File: config.mk
export PLATFORM = sky130hd
export DESIGN_NAME = snoop_cache
export DESIGN_NICKNAME = d
export VERILOG_FILES = /design/src/rtl/snc_pkg.sv /design/src/rtl/snc_tag_store.sv /design/src/rtl/snc_ctrl.sv /design/src/rtl/snoop_cache.sv
export SDC_FILE = /design/constraint.sdc
export NUM_CORES = 1
export LEC_CHECK = 0
export ABC_CLOCK_PERIOD_IN_PS = 15400
export BUFFER_PORTS_ARGS = -buffer_cell sky130_fd_sc_hd__buf_2
export CAP_MARGIN = 20
export CORE_MARGIN = 3
export CORE_UTILIZATION = 45
export CTS_CLUSTER_DIAMETER = 120
export CTS_CLUSTER_SIZE = 25
export DETAILED_ROUTE_END_ITERATION = 7
export GPL_ROUTABILITY_DRIVEN = 0
export PLACE_DENSITY = 0.69
export SETUP_SLACK_MARGIN = 0.5
export SYNTH_ARGS = -nofsm -noshare
export SYNTH_HDL_FRONTEND = slang
export SYNTH_SLANG_ARGS = --single-unit
File: constraint.sdc
create_clock -name clk -period 15.4 [get_ports clk]
set_clock_uncertainty 0.2 [all_clocks]
set_input_delay 3.85 -clock clk [delete_from_list [all_inputs] [get_ports clk]]
set_output_delay 3.85 -clock clk [all_outputs]
set_load 0.02 [all_outputs]
File: src/rtl/snc_pkg.sv
package snc_pkg;
  typedef enum logic [1:0] {
    ST_IDLE  = 2'd0,
    ST_FETCH = 2'd1,
    ST_STORE = 2'd2
  } snc_state_e;
endpackage

File: src/rtl/snc_tag_store.sv
module snc_tag_store #(
  parameter int ADDR_W  = 8,
  parameter int DATA_W  = 16,
  parameter int IDX_W   = 4,
  parameter int MID_W   = 2,
  parameter int SELF_ID = 0
) (
  input  logic              clk,
  input  logic              rst_n,
  input  logic [ADDR_W-1:0] lk_addr,
  output logic              lk_hit,
  output logic [DATA_W-1:0] lk_data,
  input  logic              fill_en,
  input  logic              upd_en,
  input  logic [ADDR_W-1:0] wr_addr,
  input  logic [DATA_W-1:0] wr_data,
  input  logic              obs_wr,
  input  logic [ADDR_W-1:0] obs_addr,
  input  logic [MID_W-1:0]  obs_mid,
  output logic              snp_kill
);
  localparam int DEPTH = 1 << IDX_W;
  localparam int TAG_W = ADDR_W - IDX_W;

  function automatic logic [IDX_W-1:0] idx_of(input logic [ADDR_W-1:0] a);
    return a[IDX_W-1:0];
  endfunction
  function automatic logic [TAG_W-1:0] tag_of(input logic [ADDR_W-1:0] a);
    return a[ADDR_W-1:IDX_W];
  endfunction

  logic              valid_a [DEPTH];
  logic [TAG_W-1:0]  tag_a   [DEPTH];
  logic [DATA_W-1:0] data_a  [DEPTH];

  logic [IDX_W-1:0] l_idx, s_idx, w_idx;
  logic [TAG_W-1:0] l_tag, s_tag, w_tag;
  logic             lk_raw;

  assign l_idx = idx_of(lk_addr);
  assign l_tag = tag_of(lk_addr);
  assign s_idx = idx_of(obs_addr);
  assign s_tag = tag_of(obs_addr);
  assign w_idx = idx_of(wr_addr);
  assign w_tag = tag_of(wr_addr);

  // foreign write that matches a held word
  assign snp_kill = obs_wr && (obs_mid != MID_W'(SELF_ID)) &&
                    valid_a[s_idx] && (tag_a[s_idx] == s_tag);
  assign lk_raw   = valid_a[l_idx] && (tag_a[l_idx] == l_tag);
  // an invalidation of the looked-up entry in this cycle cancels the hit
  assign lk_hit   = lk_raw && !(snp_kill && (s_idx == l_idx));
  assign lk_data  = data_a[l_idx];

  for (genvar g = 0; g < DEPTH; g++) begin : g_entry
    logic              v_q;
    logic [TAG_W-1:0]  t_q;
    logic [DATA_W-1:0] d_q;
    logic              sel_w, sel_s;
    assign sel_w = (w_idx == IDX_W'(g));
    assign sel_s = snp_kill && (s_idx == IDX_W'(g));

    always_ff @(posedge clk) begin
      if (!rst_n) begin
        v_q <= 1'b0;
      end else begin
        if (fill_en && sel_w) v_q <= 1'b1;
        if (sel_s)            v_q <= 1'b0;   // invalidate wins over fill
      end
    end

    always_ff @(posedge clk) begin
      if (fill_en && sel_w) t_q <= w_tag;
      if ((fill_en || upd_en) && sel_w) d_q <= wr_data;
    end

    assign valid_a[g] = v_q;
    assign tag_a[g]   = t_q;
    assign data_a[g]  = d_q;
  end

  AST_KILL_CLEARS: assert property (@(posedge clk) disable iff (!rst_n)
    snp_kill |=> !valid_a[$past(s_idx)]);
  AST_FILL_SETS: assert property (@(posedge clk) disable iff (!rst_n)
    (fill_en && !(snp_kill && s_idx == w_idx)) |=> valid_a[$past(w_idx)]);
  AST_SELF_IGNORED: assert property (@(posedge clk) disable iff (!rst_n)
    (obs_mid == MID_W'(SELF_ID)) |-> !snp_kill);
endmodule

File: src/rtl/snc_ctrl.sv
module snc_ctrl
  import snc_pkg::*;
#(
  parameter int ADDR_W = 8,
  parameter int DATA_W = 16
) (
  input  logic              clk,
  input  logic              rst_n,
  input  logic              cpu_req,
  input  logic              cpu_we,
  input  logic [ADDR_W-1:0] cpu_addr,
  input  logic [DATA_W-1:0] cpu_wdata,
  output logic [DATA_W-1:0] cpu_rdata,
  output logic              cpu_done,
  output logic              bus_req,
  output logic              bus_we,
  output logic [ADDR_W-1:0] bus_addr,
  output logic [DATA_W-1:0] bus_wdata,
  input  logic              bus_gnt,
  input  logic              bus_rdy,
  input  logic [DATA_W-1:0] bus_rdata,
  output logic [ADDR_W-1:0] lk_addr,
  input  logic              lk_hit,
  input  logic [DATA_W-1:0] lk_data,
  output logic              fill_en,
  output logic              upd_en,
  output logic [ADDR_W-1:0] wr_addr,
  output logic [DATA_W-1:0] wr_data,
  input  logic              snp_kill,
  input  logic [ADDR_W-1:0] obs_addr
);
  snc_state_e        state_q;
  logic [ADDR_W-1:0] lat_addr;
  logic [DATA_W-1:0] lat_wdata;
  logic              xfer_done, rd_hit_now, take_req;

  assign take_req   = (state_q == ST_IDLE) && cpu_req;
  assign rd_hit_now = take_req && !cpu_we && lk_hit;
  assign xfer_done  = (state_q != ST_IDLE) && bus_gnt && bus_rdy;

  assign lk_addr   = (state_q == ST_IDLE) ? cpu_addr : lat_addr;
  assign bus_req   = (state_q != ST_IDLE);
  assign bus_we    = (state_q == ST_STORE);
  assign bus_addr  = lat_addr;
  assign bus_wdata = lat_wdata;

  assign fill_en = xfer_done && (state_q == ST_FETCH);
  assign upd_en  = xfer_done && (state_q == ST_STORE) && lk_hit;
  assign wr_addr = lat_addr;
  assign wr_data = (state_q == ST_FETCH) ? bus_rdata : lat_wdata;

  always_ff @(posedge clk) begin
    if (!rst_n) begin
      state_q   <= ST_IDLE;
      cpu_done  <= 1'b0;
      cpu_rdata <= '0;
      lat_addr  <= '0;
      lat_wdata <= '0;
    end else begin
      cpu_done <= 1'b0;
      case (state_q)
        ST_IDLE: if (cpu_req) begin
          lat_addr  <= cpu_addr;
          lat_wdata <= cpu_wdata;
          if (cpu_we)      state_q <= ST_STORE;
          else if (lk_hit) begin
            cpu_done  <= 1'b1;
            cpu_rdata <= lk_data;
          end else         state_q <= ST_FETCH;
        end
        ST_FETCH: if (xfer_done) begin
          cpu_done  <= 1'b1;
          cpu_rdata <= bus_rdata;
          state_q   <= ST_IDLE;
        end
        ST_STORE: if (xfer_done) begin
          cpu_done <= 1'b1;
          state_q  <= ST_IDLE;
        end
        default: state_q <= ST_IDLE;
      endcase
    end
  end

  AST_STORE_TO_BUS: assert property (@(posedge clk) disable iff (!rst_n)
    (take_req && cpu_we) |=> (bus_req && bus_we));
  AST_REQ_HELD: assert property (@(posedge clk) disable iff (!rst_n)
    (bus_req && !(bus_gnt && bus_rdy)) |=>
      (bus_req && $stable(bus_addr) && !cpu_done));
  AST_NO_STALE_HIT: assert property (@(posedge clk) disable iff (!rst_n)
    (take_req && !cpu_we && snp_kill && obs_addr == cpu_addr) |=> !cpu_done);
  AST_HIT_NO_BUS: assert property (@(posedge clk) disable iff (!rst_n)
    rd_hit_now |=> (!bus_req && cpu_done));
endmodule

File: src/rtl/snoop_cache.sv
module snoop_cache #(
  parameter int ADDR_W  = 8,
  parameter int DATA_W  = 16,
  parameter int IDX_W   = 4,
  parameter int MID_W   = 2,
  parameter int SELF_ID = 0
) (
  input  logic              clk,
  input  logic              rst_n,
  input  logic              cpu_req,
  input  logic              cpu_we,
  input  logic [ADDR_W-1:0] cpu_addr,
  input  logic [DATA_W-1:0] cpu_wdata,
  output logic [DATA_W-1:0] cpu_rdata,
  output logic              cpu_done,
  output logic              bus_req,
  output logic              bus_we,
  output logic [ADDR_W-1:0] bus_addr,
  output logic [DATA_W-1:0] bus_wdata,
  input  logic              bus_gnt,
  input  logic              bus_rdy,
  input  logic [DATA_W-1:0] bus_rdata,
  input  logic              obs_wr,
  input  logic [ADDR_W-1:0] obs_addr,
  input  logic [MID_W-1:0]  obs_mid
);
  logic [ADDR_W-1:0] lk_addr, wr_addr;
  logic [DATA_W-1:0] lk_data, wr_data;
  logic              lk_hit, fill_en, upd_en, snp_kill;

  snc_tag_store #(
    .ADDR_W(ADDR_W), .DATA_W(DATA_W), .IDX_W(IDX_W),
    .MID_W(MID_W), .SELF_ID(SELF_ID)
  ) u_store (
    .clk(clk), .rst_n(rst_n),
    .lk_addr(lk_addr), .lk_hit(lk_hit), .lk_data(lk_data),
    .fill_en(fill_en), .upd_en(upd_en),
    .wr_addr(wr_addr), .wr_data(wr_data),
    .obs_wr(obs_wr), .obs_addr(obs_addr), .obs_mid(obs_mid),
    .snp_kill(snp_kill)
  );

  snc_ctrl #(.ADDR_W(ADDR_W), .DATA_W(DATA_W)) u_ctrl (
    .clk(clk), .rst_n(rst_n),
    .cpu_req(cpu_req), .cpu_we(cpu_we), .cpu_addr(cpu_addr),
    .cpu_wdata(cpu_wdata), .cpu_rdata(cpu_rdata), .cpu_done(cpu_done),
    .bus_req(bus_req), .bus_we(bus_we), .bus_addr(bus_addr),
    .bus_wdata(bus_wdata), .bus_gnt(bus_gnt), .bus_rdy(bus_rdy),
    .bus_rdata(bus_rdata),
    .lk_addr(lk_addr), .lk_hit(lk_hit), .lk_data(lk_data),
    .fill_en(fill_en), .upd_en(upd_en),
    .wr_addr(wr_addr), .wr_data(wr_data),
    .snp_kill(snp_kill), .obs_addr(obs_addr)
  );

  AST_RESET_IDLE: assert property (@(posedge clk)
    !rst_n |=> (!bus_req && !cpu_done));
endmodule

==> flow_summary.ini <==
[outcome]
status = finished clean

[clock_tree]
cts_max_level = 1
numCtsBuffers = 19
postCtsHoldBufs = 0
cts_resized = 0
cts_setup_buffers = 0
cts_sinks = 379
cts_max_path_buffers = 3
clk_pin_slew_ns = 0.10
cts_root_buffer = clkbuf_16
cts_tree = yes
insertion_delay_ns = 0.53

[synth]
yosysTopAreaCellShare_pct = 58.9
synth.net_count = 998
ys_top_cells_by_count = edfxtp_1, mux4_2, nand2_1, dfxtp_1, mux2i_1
ys_seq_area_share_pct = 66.2
yosysUniqueCellTypes = 61
synth_ff_type = edfxtp_1
syn-cell-area_um2 = 16300
avgSynthCellArea_um2 = 17.4
yosys_warnings = 0
synthArstFlopShare_pct = 0
synth_seq_cells = 379
synth_area_leader_cell = edfxtp_1
synth_most_common_cell = edfxtp_1
syn_inst = 937
netlist_top_cells_area = edfxtp_1, mux4_2, dfxtp_1, mux2i_1, mux2_2
synth_edf_count = 320

[placement]
pre_cts_ws_ns = 6.47
portBuffers = 99
dpl.hpwl_um = 26000

[timing]
min_period_ns = 8.14
fin_tns_setup_ns = 0
drv_slew = 0
fmaxAchievable_mhz = 123
worst_pin_slew_ns = 1.11
finalCritPeriodShare_pct = 52.9
final-setup-viol-count = 0
slew_headroom_pct = 25.7
rsz0062_at_grt = no
finalWorstSetupSlack_ns = 7.26
hold_viol_final = 0

[setup_path]
regToRegSetupSlack_ns = 9.62
path_max_fanout = 75
worstReg2RegStart = u_ctrl.state_q[1]$_SDFFE_PN0P_
critPathArrivalTime_ns = 8.17
worstSetupStartpointType = primary input
r2r-end = u_store.g_entry[1].d_q[12]$_DFFE_PP_
cp.required_ns = 15.43
cp-end-kind = flip-flop
worstSetupStartpoint = cpu_addr[1]
worstSetupPathType = in -> reg
reg2reg_depth = 14

[route]
antenna_left = 0
wl_per_cell_um = 26.5
num_vias = 9173
drtPass1Iterations = 5
drt_wl_total_um = 39500
viasPerCell = 6.14
drt_drc_violations_left = 0
first_iter_violations = 961

[die]
die_h_um = 196
core.rowCount = 69
core_area_um2 = 35700
num_io_pins = 100
die_area_um2 = 38500
initial_core_util_pct = 45.7
die_w_um = 196

[power_and_ir_drop]
p_total_mw = 2.53
p_per_area_nw_per_um2 = 141
ir_drop_uv = 89.3
power_leakage_nw = 5.95

[worst_hold_path]
holdCritStartpoint = u_ctrl.bus_wdata[9]$_SDFFE_PN0P_
min_delay_path_depth = 2
hold_end = u_ctrl.bus_wdata[9]$_SDFFE_PN0P_
min_path_type = reg -> reg

[global_route]
grt_first_pass_wirelength_um = 59700
antenna_found_initial = 0
grt_usage_pct = 20.5
overflow = 0
first_global_vias = 9295
grt_max_degree = 76

[cells_and_area]
area_growth_pct = 9.93
fin_nets = 1080
drive_above_1_share_pct = 31.7
final_core_util_pct = 50.3
antenna_cells = 0

[run]
drv_cap = 0
## sequential cells by signal, indices dropped and copies added, names as in the netlist
signal               cells
u_ctrl.bus_addr          8
u_ctrl.bus_wdata        16
u_ctrl.cpu_done          1
u_ctrl.cpu_rdata        16
u_ctrl.state_q           2
u_store.g_entry.d_q    256
u_store.g_entry.t_q     64
u_store.g_entry.v_q     16
## cell families (layout without fill, tap and decap cells)
family	after synthesis	after routing	synth area share, %
compound gates	134	134	6.12
xor+xnor	11	11	0.591
fa+ha+maj	4	4	0.307
buf+inv	66	161	2.05
flops	379	379	66.2
mux	188	188	19.9
simple gates	155	155	4.80
## cell usage in the layout (no fill, tap or decap), types with 10 or more instances in the layout
| master | instances |
|---|---|
| clkbuf_16 | 19 |
| a21oi_1 | 35 |
| edfxtp_1 | 320 |
| a211oi_1 | 15 |
| nor3_4 | 10 |
| nand2_1 | 71 |
| a211oi_2 | 18 |
| dfxtp_1 | 59 |
| nor2_1 | 25 |
| mux4_2 | 103 |
| a31oi_1 | 10 |
| mux2i_1 | 48 |
| mux2_2 | 30 |
| buf_2 | 99 |
| buf_4 | 22 |
| o21ai_0 | 22 |
| xnor2_1 | 10 |
| clkbuf_1 | 12 |
## area by class of cell
type / instances / area (µm²)
clock inverter: 3 / 32.5
sequential: 379 / 10800
fill: 2877 / 17700
tap: 461 / 577
timing repair buffer: 121 / 661
inverter: 6 / 22.5
clock buffer: 31 / 520
multi-input combinational: 492 / 5320
## per-layer routing
layer | vias up | routed length (µm) | global-route usage (%)
met5 | - | 0 | 0
met4 | 0 | 968 | 4.99
met3 | 57 | 3080 | 3.49
met2 | 426 | 19100 | 33.6
met1 | 4737 | 16300 | 29.2
li1 | 3953 | - | -
## critical path, stage by stage
cell and delay, ns:
buf_2 0.11, mux2_4 0.26, buf_4 0.85, mux4_2 0.40
nor3_1 0.06, nor3_1 0.14, o221ai_1 0.18, nor4_4 0.28
buf_4 0.38, a31oi_4 0.43, nor4_2 0.74, buf_4 0.38
## through the flow
stage          cells  area, µm²  hold slack (ns)
6_report        1493      17900            0.276
5_1_grt         1493      17900            0.302
4_1_cts         1492      17900            0.276
3_5_place_dp    1458      17400            0.262
3_3_place_gp    1456      17300            0.252
2_1_floorplan    937      16300            0.296
## worst max-delay path by stage
stage | to | slack, ns | depth (start not counted)
finish | u_store.g_entry[1].d_q[12]$_DFFE_PP_ | 7.26 | 12
detailed placement | u_store.g_entry[0].d_q[1]$_DFFE_PP_ | 6.47 | 12
global placement | u_store.g_entry[2].d_q[1]$_DFFE_PP_ | 6.42 | 12
global route | u_store.g_entry[1].d_q[7]$_DFFE_PP_ | 7.01 | 12
floorplan | u_store.g_entry[0].d_q[0]$_DFFE_PP_ | 7.51 | 9
CTS | u_store.g_entry[0].d_q[7]$_DFFE_PP_ | 6.98 | 12
## power by group
group          leakage [nW]  total [mW]  switching (mW)  internal [mW]
clock                 0.260       0.554           0.315          0.239
sequential             3.41        1.22          0.0244           1.20
combinational          2.28       0.757           0.453          0.304
total                  5.95        2.53           0.792           1.74
(Power assumes the default switching activity.)
